**config.mk**
```make
export PLATFORM = sky130hd
export DESIGN_NAME = flyback_stroke_ctrl
export DESIGN_NICKNAME = d
export VERILOG_FILES = /design/src/rtl/fbc_pkg.sv /design/src/rtl/fbc_stroke_seq.sv /design/src/rtl/fbc_ovp_filter.sv /design/src/rtl/flyback_stroke_ctrl.sv
export SDC_FILE = /design/constraint.sdc
export NUM_CORES = 1
export LEC_CHECK = 0
export ABC_AREA = 1
export BUFFER_PORTS_ARGS = -buffer_cell sky130_fd_sc_hd__clkbuf_2
export CORE_ASPECT_RATIO = 0.5
export CORE_MARGIN = 5
export CORE_UTILIZATION = 55
export DETAILED_ROUTE_END_ITERATION = 6
export HOLD_SLACK_MARGIN = 0.12
export MAX_ROUTING_LAYER = met4
export PLACE_DENSITY = 0.73
export SETUP_SLACK_MARGIN = 0.4
export SLEW_MARGIN = 5
export SYNTH_ARGS = -nofsm -noshare
export SYNTH_HDL_FRONTEND = slang
export SYNTH_SLANG_ARGS = --single-unit
```
**constraint.sdc**
```tcl
create_clock -name clk -period 7.4 [get_ports clk]
set_clock_uncertainty 0.05 [all_clocks]
set_input_delay 1.48 -clock clk [delete_from_list [all_inputs] [get_ports clk]]
set_output_delay 1.48 -clock clk [all_outputs]
set_load 0.02 [all_outputs]
```
**src/rtl/fbc_pkg.sv**
```systemverilog
// Shared types for the flyback stroke controller.
package fbc_pkg;

    // Phase of the current switching stroke.
    typedef enum logic [1:0] {
        ST_WAIT = 2'd0,   // waiting for period, valley and permission
        ST_ON   = 2'd1,   // primary stroke, gate high
        ST_SEC  = 2'd2    // secondary stroke, waiting for demagnetization
    } stroke_e;

endpackage

```
**src/rtl/fbc_stroke_seq.sv**
```systemverilog
// Stroke sequencer: runs the wait / on / secondary phases of each stroke.
// It applies leading-edge blanking, demagnetization suppression, the
// on-time watchdog and the oscillator-period limit, and pulses demag_end
// once per stroke when the end of the secondary stroke is accepted.
// Assumes the input flags are already synchronous to clk.
module fbc_stroke_seq
    import fbc_pkg::*;
#(
    parameter int PW         = 12,
    parameter int MIN_PERIOD = 80,
    parameter int DEMAG_SUP  = 20,
    parameter int BLANK      = 3,
    parameter int TON_MAX    = 250
) (
    input  logic          clk,
    input  logic          rst_n,
    input  logic [PW-1:0] period_in,
    input  logic          sense_trip,
    input  logic          demag_done,
    input  logic          valley,
    input  logic          inhibit,
    output logic          gate,
    output logic          demag_end,
    output logic          ton_fault
);
    localparam int OW = $clog2(TON_MAX + 1);
    localparam int SW = $clog2(DEMAG_SUP + 1);
    localparam logic [PW-1:0] MIN_P    = PW'(MIN_PERIOD);
    localparam logic [OW-1:0] BLANK_C  = OW'(BLANK);
    localparam logic [OW-1:0] TON_LAST = OW'(TON_MAX - 1);
    localparam logic [SW-1:0] SUP_C    = SW'(DEMAG_SUP);
    localparam logic [OW:0]   TON_CAP  = (OW + 1)'(TON_MAX);

    stroke_e       state;
    logic [PW-1:0] per_cnt;
    logic [PW-1:0] target;
    logic [OW-1:0] on_cnt;
    logic [SW-1:0] sup_cnt;
    logic          start;
    logic          trip_ok;
    logic          sup_done;

    // Combine the period, blanking, suppression and start conditions.
    always_comb begin
        target    = (period_in > MIN_P) ? period_in : MIN_P;
        sup_done  = (sup_cnt == SUP_C);
        trip_ok   = sense_trip && (on_cnt >= BLANK_C);
        start     = (state == ST_WAIT) && valley && !inhibit && !ton_fault
                    && (per_cnt >= target - 1'b1);
        gate      = (state == ST_ON);
        demag_end = (state == ST_SEC) && demag_done && sup_done;
    end

    // Count the cycles since the last turn-on, saturating at the top.
    always_ff @(posedge clk) begin
        if (!rst_n)
            per_cnt <= '1;
        else if (start)
            per_cnt <= '0;
        else if (per_cnt != '1)
            per_cnt <= per_cnt + 1'b1;
    end

    // Step the stroke phases and latch the on-time fault.
    always_ff @(posedge clk) begin
        if (!rst_n) begin
            state     <= ST_WAIT;
            on_cnt    <= '0;
            sup_cnt   <= '0;
            ton_fault <= 1'b0;
        end else begin
            case (state)
                ST_WAIT: begin
                    if (start) begin
                        state  <= ST_ON;
                        on_cnt <= '0;
                    end
                end
                ST_ON: begin
                    on_cnt <= on_cnt + 1'b1;
                    if (trip_ok || inhibit) begin
                        state   <= ST_SEC;
                        sup_cnt <= '0;
                    end else if (on_cnt == TON_LAST) begin
                        state     <= ST_SEC;
                        sup_cnt   <= '0;
                        ton_fault <= 1'b1;
                    end
                end
                ST_SEC: begin
                    if (!sup_done)
                        sup_cnt <= sup_cnt + 1'b1;
                    if (demag_done && sup_done)
                        state <= ST_WAIT;
                end
                default: state <= ST_WAIT;
            endcase
        end
    end

    // Checker state: cycles since the last rise and length of the current high run.
    logic [PW-1:0] since_rise;
    logic [OW:0]   hi_run;
    always_ff @(posedge clk) begin
        if (!rst_n) begin
            since_rise <= '1;
            hi_run     <= '0;
        end else begin
            since_rise <= (gate && hi_run == '0) ? PW'(1) :
                          (since_rise != '1) ? since_rise + 1'b1 : since_rise;
            hi_run     <= gate ? hi_run + 1'b1 : '0;
        end
    end

    a_r2_rise_needs_valley: assert property (@(posedge clk) disable iff (!rst_n)
        $rose(gate) |-> $past(valley));
    a_r3_min_spacing: assert property (@(posedge clk) disable iff (!rst_n)
        $rose(gate) |-> ($past(since_rise) >= MIN_P - 1'b1));
    a_r7_on_time_bound: assert property (@(posedge clk) disable iff (!rst_n)
        hi_run <= TON_CAP);
    a_r7_fault_sticky: assert property (@(posedge clk) disable iff (!rst_n)
        ton_fault |=> ton_fault);
endmodule

```
**src/rtl/fbc_ovp_filter.sv**
```systemverilog
// Over-voltage event filter: an up/down counter sampled once per stroke.
// It goes up by one on a flagged stroke and down by two, floored at zero,
// on a clean one. It latches a fault when the count reaches LIMIT.
// Assumes sample pulses for one cycle per stroke.
module fbc_ovp_filter #(
    parameter int LIMIT = 8
) (
    input  logic clk,
    input  logic rst_n,
    input  logic sample,
    input  logic ovp_flag,
    input  logic clear,
    output logic fault
);
    localparam int CW = $clog2(LIMIT + 1);
    localparam logic [CW-1:0] LAST = CW'(LIMIT - 1);
    localparam logic [CW-1:0] TWO  = CW'(2);
    localparam logic [CW-1:0] CAP  = CW'(LIMIT);

    logic [CW-1:0] cnt;

    // Update the count once per stroke and latch the fault at the limit.
    always_ff @(posedge clk) begin
        if (!rst_n || clear) begin
            cnt   <= '0;
            fault <= 1'b0;
        end else if (sample && !fault) begin
            if (ovp_flag) begin
                cnt <= cnt + 1'b1;
                if (cnt == LAST)
                    fault <= 1'b1;
            end else begin
                cnt <= (cnt >= TWO) ? cnt - TWO : '0;
            end
        end
    end

    a_r11_count_below_cap: assert property (@(posedge clk) disable iff (!rst_n)
        !fault |-> (cnt < CAP));
    a_r11_fault_sticky: assert property (@(posedge clk) disable iff (!rst_n)
        (fault && !clear) |=> fault);
    a_r10_down_floor: assert property (@(posedge clk) disable iff (!rst_n)
        (sample && !ovp_flag && !fault && !clear) |=> (cnt <= $past(cnt)));
endmodule

```
**src/rtl/flyback_stroke_ctrl.sv**
```systemverilog
// Flyback stroke controller top. It joins the stroke sequencer and the
// over-voltage filter, blocks switching while the auxiliary input is open
// or a fault is latched, and selects the quarter peak limit in
// frequency-reduction mode. Assumes all inputs are synchronous to clk.
module flyback_stroke_ctrl #(
    parameter int PW         = 12,
    parameter int MIN_PERIOD = 80,
    parameter int DEMAG_SUP  = 20,
    parameter int BLANK      = 3,
    parameter int TON_MAX    = 250,
    parameter int OVP_LIMIT  = 8
) (
    input  logic          clk,
    input  logic          rst_n,
    input  logic [PW-1:0] period_in,
    input  logic          freq_red,
    input  logic          sense_trip,
    input  logic          demag_done,
    input  logic          valley,
    input  logic          aux_open,
    input  logic          ovp_flag,
    input  logic          latch_clr,
    output logic          gate,
    output logic          pk_quarter,
    output logic          ovp_fault,
    output logic          ton_fault
);
    logic demag_end;
    logic inhibit;

    // Conditions that stop switching at once.
    assign inhibit = aux_open || ovp_fault;

    fbc_stroke_seq #(
        .PW(PW), .MIN_PERIOD(MIN_PERIOD), .DEMAG_SUP(DEMAG_SUP),
        .BLANK(BLANK), .TON_MAX(TON_MAX)
    ) u_seq (
        .clk(clk), .rst_n(rst_n), .period_in(period_in),
        .sense_trip(sense_trip), .demag_done(demag_done), .valley(valley),
        .inhibit(inhibit), .gate(gate), .demag_end(demag_end),
        .ton_fault(ton_fault)
    );

    fbc_ovp_filter #(.LIMIT(OVP_LIMIT)) u_ovp (
        .clk(clk), .rst_n(rst_n), .sample(demag_end), .ovp_flag(ovp_flag),
        .clear(latch_clr), .fault(ovp_fault)
    );

    // Load the peak-limit select only while the switch is off.
    always_ff @(posedge clk) begin
        if (!rst_n)
            pk_quarter <= 1'b0;
        else if (!gate)
            pk_quarter <= freq_red;
    end

    a_r9_no_rise_when_open: assert property (@(posedge clk) disable iff (!rst_n)
        $rose(gate) |-> !$past(aux_open));
    a_r11_gate_low_on_fault: assert property (@(posedge clk) disable iff (!rst_n)
        (ovp_fault || ton_fault) |-> !gate);
    a_r8_limit_held_on: assert property (@(posedge clk) disable iff (!rst_n)
        (gate && $past(gate)) |-> $stable(pk_quarter));
endmodule

```
== Yosys cells after proc, flatten, opt, wreduce, memory -nomap -nowiden ==
Index checks and enable logic that the tools add are counted.
Storage, ports and cells
  latch bits: 0
  input port bits: 21
  output and inout port bits: 4
  logic and storage cells: 70
  bits in read-only memories: 0
  bits in registers: 34
  memories kept: 0
  RAM bits: 0
Cells by class
  reduce and logical (&&, ||, !) cells: 25
  order comparisons: 4
  shift operators: 0
  multiply operators: 0
  equality and inequality tests: 10
  divide/modulo/power cells: 0
  mux-type cells: 16
  bitwise operators: 1
  add/sub/neg operators: 6
Operators with widths (number)
  12-bit 2-to-1 mux: 3
  8-bit one-hot mux with 2 select lines: 1
  5-bit 2-to-1 mux: 3
  12-bit by 1-bit adder with 12-bit output (second input constant): 1
  12-bit >= comparator: 1
  12-bit by 7-bit > comparator with 1-bit output (second input constant): 1
  12-bit inequality test (second input constant): 1
  3-bit AND reduction: 4
  12-bit by 1-bit subtractor with 12-bit output (second input constant): 1
  5-bit one-hot mux with 2 select lines: 1
  1-bit logical AND: 9
  8-bit by 1-bit adder with 8-bit output (second input constant): 1
  8-bit == test (second input constant): 1
  8-bit by 2-bit >= comparator with 1-bit output (second input constant): 1
  2-bit 2-to-1 mux: 4
  4-bit 2-to-1 mux: 2
  8-bit 2-to-1 mux: 1
  2-bit one-hot mux with 3 select lines: 1
  2-bit nonzero test: 3
  5-bit by 1-bit adder with 5-bit output (second input constant): 1
  5-bit == test (second input constant): 1
  4-bit by 1-bit adder with 4-bit output (second input constant): 1
  4-bit by 3-bit == test with 1-bit output (second input constant): 1
  4-bit by 2-bit >= comparator with 1-bit output (second input constant): 1
  other kinds (11): 17

== Logic depth before layout (Yosys ltp) ==
  depth after elaboration: 7
  gate-level depth with buffers: 25
  gate-level depth less buffers: 25

== Cells and area by module ==
Synthesis repeated with hierarchy kept, for this count alone.
Second synthesis, totals
  cell total of the unflattened synthesis: 406
  area, all modules: 2630.0 um^2
Modules (own cells, without submodules)
  fbc_stroke_seq: cells an instance 341, area an instance 2212.1 um^2, times used 1, sequential area each 560.5 um^2
  fbc_ovp_filter: cells an instance 58, area an instance 370.4 um^2, times used 1, sequential area each 100.1 um^2
  flyback_stroke_ctrl: cells an instance 7, area an instance 47.5 um^2, times used 1, sequential area each 20.0 um^2

== Worst setup path before layout ==
Ideal clock, no wire load.
  path kind: input -> register
  from: input port period_in[8]
  to: register u_seq.per_cnt[3]
  data required time: 7.225 ns
  setup time: 0.125 ns
  slack: 3.519 ns
  arrival: 3.706 ns
  buffers on the path: 1
  stages on the path: 24
  path through: inv_1 nand2_1 nor2_1 nand3_1 nand2_2 inv_1 nand2_1 ha_1 inv_1 nor2_1 nand2_1 nand2_1 nand2_1 ha_1 nand2_1 nor2_1 inv_1 nor2_1 nand2_1 nand2_1 nand2_2 buf_6 o211ai_1 nand2_1
Between the ends
  word-level cells in the longest chain between the ends: 6
  elaborated cells on any way between the ends: 7
  those cells by class: add/sub (1); order compare (2); mux (2); reduce/logical (2)
RTL lines
  start: declaration: RTL line flyback_stroke_ctrl.sv:15  | input logic [PW-1:0] period_in,
  12-bit by 7-bit > comparator with 1-bit output: RTL line fbc_stroke_seq.sv:45  | target = (period_in > MIN_P) ? period_in : MIN_P;
  12-bit 2-to-1 mux (*): RTL line fbc_stroke_seq.sv:45
  12-bit by 1-bit subtractor with 12-bit output (*): RTL line fbc_stroke_seq.sv:49  | && (per_cnt >= target - 1'b1);
  12-bit >= comparator (*): RTL line fbc_stroke_seq.sv:49
  1-bit logical AND (*): RTL line fbc_stroke_seq.sv:49
  12-bit 2-to-1 mux or 2-bit nonzero test (tied branches)
  end signal: assignment: RTL line fbc_stroke_seq.sv:61  | per_cnt <= per_cnt + 1'b1;
  end: declaration: RTL line fbc_stroke_seq.sv:35  | logic [PW-1:0] per_cnt;
Mark *: on every way between the ends. The rest lies on a longest branch, timed or not.
A chain may end at the register's enable or synchronous reset.

== Final worst setup path ==
  from: input port period_in[8]
  to: register u_seq.per_cnt[7]
The elaborated chain is that of the path after synthesis.

==> run metrics <==
ANT cells 0; antenna viol nets, final 0; Lkg Pwr 1.381 nW; reg2reg setup slack 5470 ps; clock buffer depth 2; Tmin final between 4000 and 5000 ps; Clk Latency, worst-skew pair 280 ps; Syn. warnings 0; number of placed I/O pins 25; area of the multi-input gates 0.001600 mm2; power share of the combinational group between 40% and 50%; RSZ-0062 raised after global routing no; vias in the first global route 2387; commonest non-fill, non-tap cells in the layout nand2_1, inv_1, nor2_1, nand3_1, dfxtp_1; Clk pwr share 18.4%; R2R Path Start u_seq.per_cnt[0]; crit share post-route 55.86%; detailed-placement wirelength estimate 4331 um; # hold bufs at CTS 0; Critical Path RT 7520 ps; Reg clk slew, reported paths 60 ps; CP startpoint kind input pin; # setup viols final 0; die area 0.006217 mm2; critical path class in2reg; Mean Syn Cell Area 6.403 um2; initial core utilization 57.75%; CP Max Fanout 19; fin nets 470; Reg area 680.7 um2; Hold Vio Cnt, Final 0; Wirelength per Cell approximately 12 um; Core Area 0.004446 mm2; slew margin rel. 70.44%; setup total negative slack 0 ps; Synth Register Bits 34; critical path arrival 4250 ps; Setup Buffers After CTS 0; Avg Vias per Cell 5.284; part of the power in registers 37.1%; hold endpoint u_ovp.fault; initial antenna violation count 0; grt ovf 0; Rows 17; Mapped Cells about 400; layout overhead on the synthesized area 9.600%; Syn Nets 444; DRC violations left 0; final max-slew violation count 0; reg2reg path depth 13; worst hold path class reg2reg; commonest non-fill, non-tap cell in the layout nand2_1; Filler Cell Count 430; max cap viols 0; DR vias about 2600; width of the die 106.6 um; Starting DRT DRC Count around 140; maximum clock frequency 241.9 MHz; clk sinks 34; root buf cell clkbuf_8; first-pass GRT wire length 9729 um; worst slew pin tran 443.0 ps; Routed WL 5572 um; largest net degree at the start of global routing 20; cts bufs inserted 5; Initial DRT Pass Iterations 4; post-synthesis sequential area ratio 26.51%; worst hold start u_ovp.fault; peak supply drop approximately 0.12 mV; R2R Path End u_seq.per_cnt[7]; Net Switching 0.0003110 W; PwrDens approximately 260 mW/mm2; synthesized area 0.002567 mm2; switching share of power 42.84%; Die Y-Extent 58.31 um; nature of the critical path endpoint flop; Post-CTS Resized 0; PortBufs 24; H-tree depth 2; layout cells sized above 1 11.74%; GRT Total Usage between 10% and 20%; final RePlAce weighted congestion roughly 0.86; total chip power around 0.00073 W; hold depth 2; outcome complete, no violations; CTS tree done; Pint 0.0004150 W; Synth cell types 32
==> power groups by stage <==
stage               clock network (W)  logic (W)  registers, W
global placement                    0   0.000312      0.000271
detailed placement                  0   0.000323      0.000272
global route                 0.000146   0.000377      0.000274
floorplan                           0   0.000265      0.000258
finish                       0.000134   0.000323      0.000269
CTS                          0.000138   0.000324      0.000268
==> synth_stat cells <==
| cell type | n | area [um2] |
|---|---|---|
| a211oi_1 | 3 | 22.52 |
| a21oi_1 | 22 | 110.1 |
| a21oi_2 | 1 | 8.760 |
| a31oi_1 | 1 | 6.260 |
| buf_2 | 1 | 5.000 |
| buf_6 | 1 | 11.26 |
| clkbuf_1 | 3 | 11.26 |
| dfxtp_1 | 34 | 680.7 |
| ha_1 | 22 | 275.3 |
| inv_1 | 67 | 251.5 |
| inv_2 | 2 | 7.510 |
| nand2_1 | 85 | 319.1 |
| nand2_2 | 5 | 31.28 |
| nand2_4 | 1 | 11.26 |
| nand3_1 | 44 | 220.2 |
| nand3_2 | 2 | 20.02 |
| nand4_1 | 15 | 93.84 |
| nor2_1 | 44 | 165.2 |
| nor2_2 | 2 | 12.51 |
| nor2_4 | 2 | 22.52 |
| nor3_1 | 3 | 15.01 |
| nor3_2 | 2 | 20.02 |
| o211ai_1 | 1 | 7.510 |
| o21a_1 | 1 | 7.510 |
| o21ai_0 | 19 | 95.09 |
| o21ai_1 | 3 | 15.01 |
| o21ai_2 | 2 | 17.52 |
| o22ai_1 | 2 | 12.51 |
| or2_1 | 1 | 6.260 |
| or2_2 | 1 | 6.260 |
| xnor2_1 | 5 | 43.79 |
| xor2_1 | 4 | 35.03 |
==> how the worst max path moves through the flow <==
stage | from | to | slack [ps]
3_5_place_dp | period_in[8] | u_seq.per_cnt[7] | 2980
2_1_floorplan | period_in[8] | u_seq.per_cnt[3] | 3520
5_1_grt | period_in[8] | u_seq.per_cnt[7] | 2950
6_report | period_in[8] | u_seq.per_cnt[7] | 3270
3_3_place_gp | period_in[8] | u_seq.per_cnt[7] | 3120
4_1_cts | period_in[8] | u_seq.per_cnt[7] | 3290
==> per-stage QoR <==
stage / instance area, um2 / instances / hold slack (ps) / utilization [%] / worst slack (ps)
2_1_floorplan: 2567 / 401 / 414.9 / - / 3519
3_3_place_gp: 2731 / 477 / 420.3 / 61.44 / 3120
3_5_place_dp: 2731 / 477 / 436.7 / 61.44 / 2982
4_1_cts: 2814 / 483 / 447.8 / 63.30 / 3286
5_1_grt: 2814 / 483 / 474.3 / 63.30 / 2945
6_report: 2814 / 483 / 447.5 / 63.30 / 3266
==> cell families after synthesis <==
group | Yosys count | share of synthesized area [%]
flip-flops | 34 | 26.51
AND/OR/NAND/NOR | 207 | 36.74
XOR/XNOR | 9 | 3.070
adder cells (fa/ha/maj) | 22 | 10.72
AO/OA/AOI/OAI | 55 | 11.79
buffers and inverters | 74 | 11.16
==> metal layers <==
metal / GRT usage [%] / wire, um / vias to the layer above
met5: - / 0 / -
met4: 7.286 / 70 / 0
met3: 4.053 / 282 / 8
met2: 34.62 / 2593 / 67
met1: 21.93 / 2625 / 1124
li1: - / - / 1353
==> worst max-delay path, cell delays in order <==
cell      delay [ps]
clkbuf_2         100
inv_1            110
nand2_1           70
nor2_1           180
nand3_1          170
nand2_2          150
inv_1             60
nand2_1           80
ha_1             150
inv_1             80
nor2_1           150
nand2_1           70
nand2_1           60
nand2_1           50
ha_1             260
nand2_1           60
nor2_1           130
inv_1             50
nor2_1           100
nand2_1           60
nand2_1           70
nand2_2          210
inv_1            190
nor2_1            50
nand2_1           50
nand2_1           40
==> layout make-up <==
class	count	area share, %
Clock buffer	6	2.935
Inverter	69	9.204
Multi-Input combinational cell	293	56.87
Sequential cell	34	24.19
Tap cell	57	2.534
Timing Repair Buffer	24	4.269
==> state kept, by name (all words and copies together), names as in the netlist <==
register         count
pk_quarter           1
u_ovp.cnt            4
u_ovp.fault          1
u_seq.state          2
u_seq.per_cnt       12
u_seq.on_cnt         8
u_seq.sup_cnt        5
u_seq.ton_fault      1
Power figures use the tool's default switching activity.
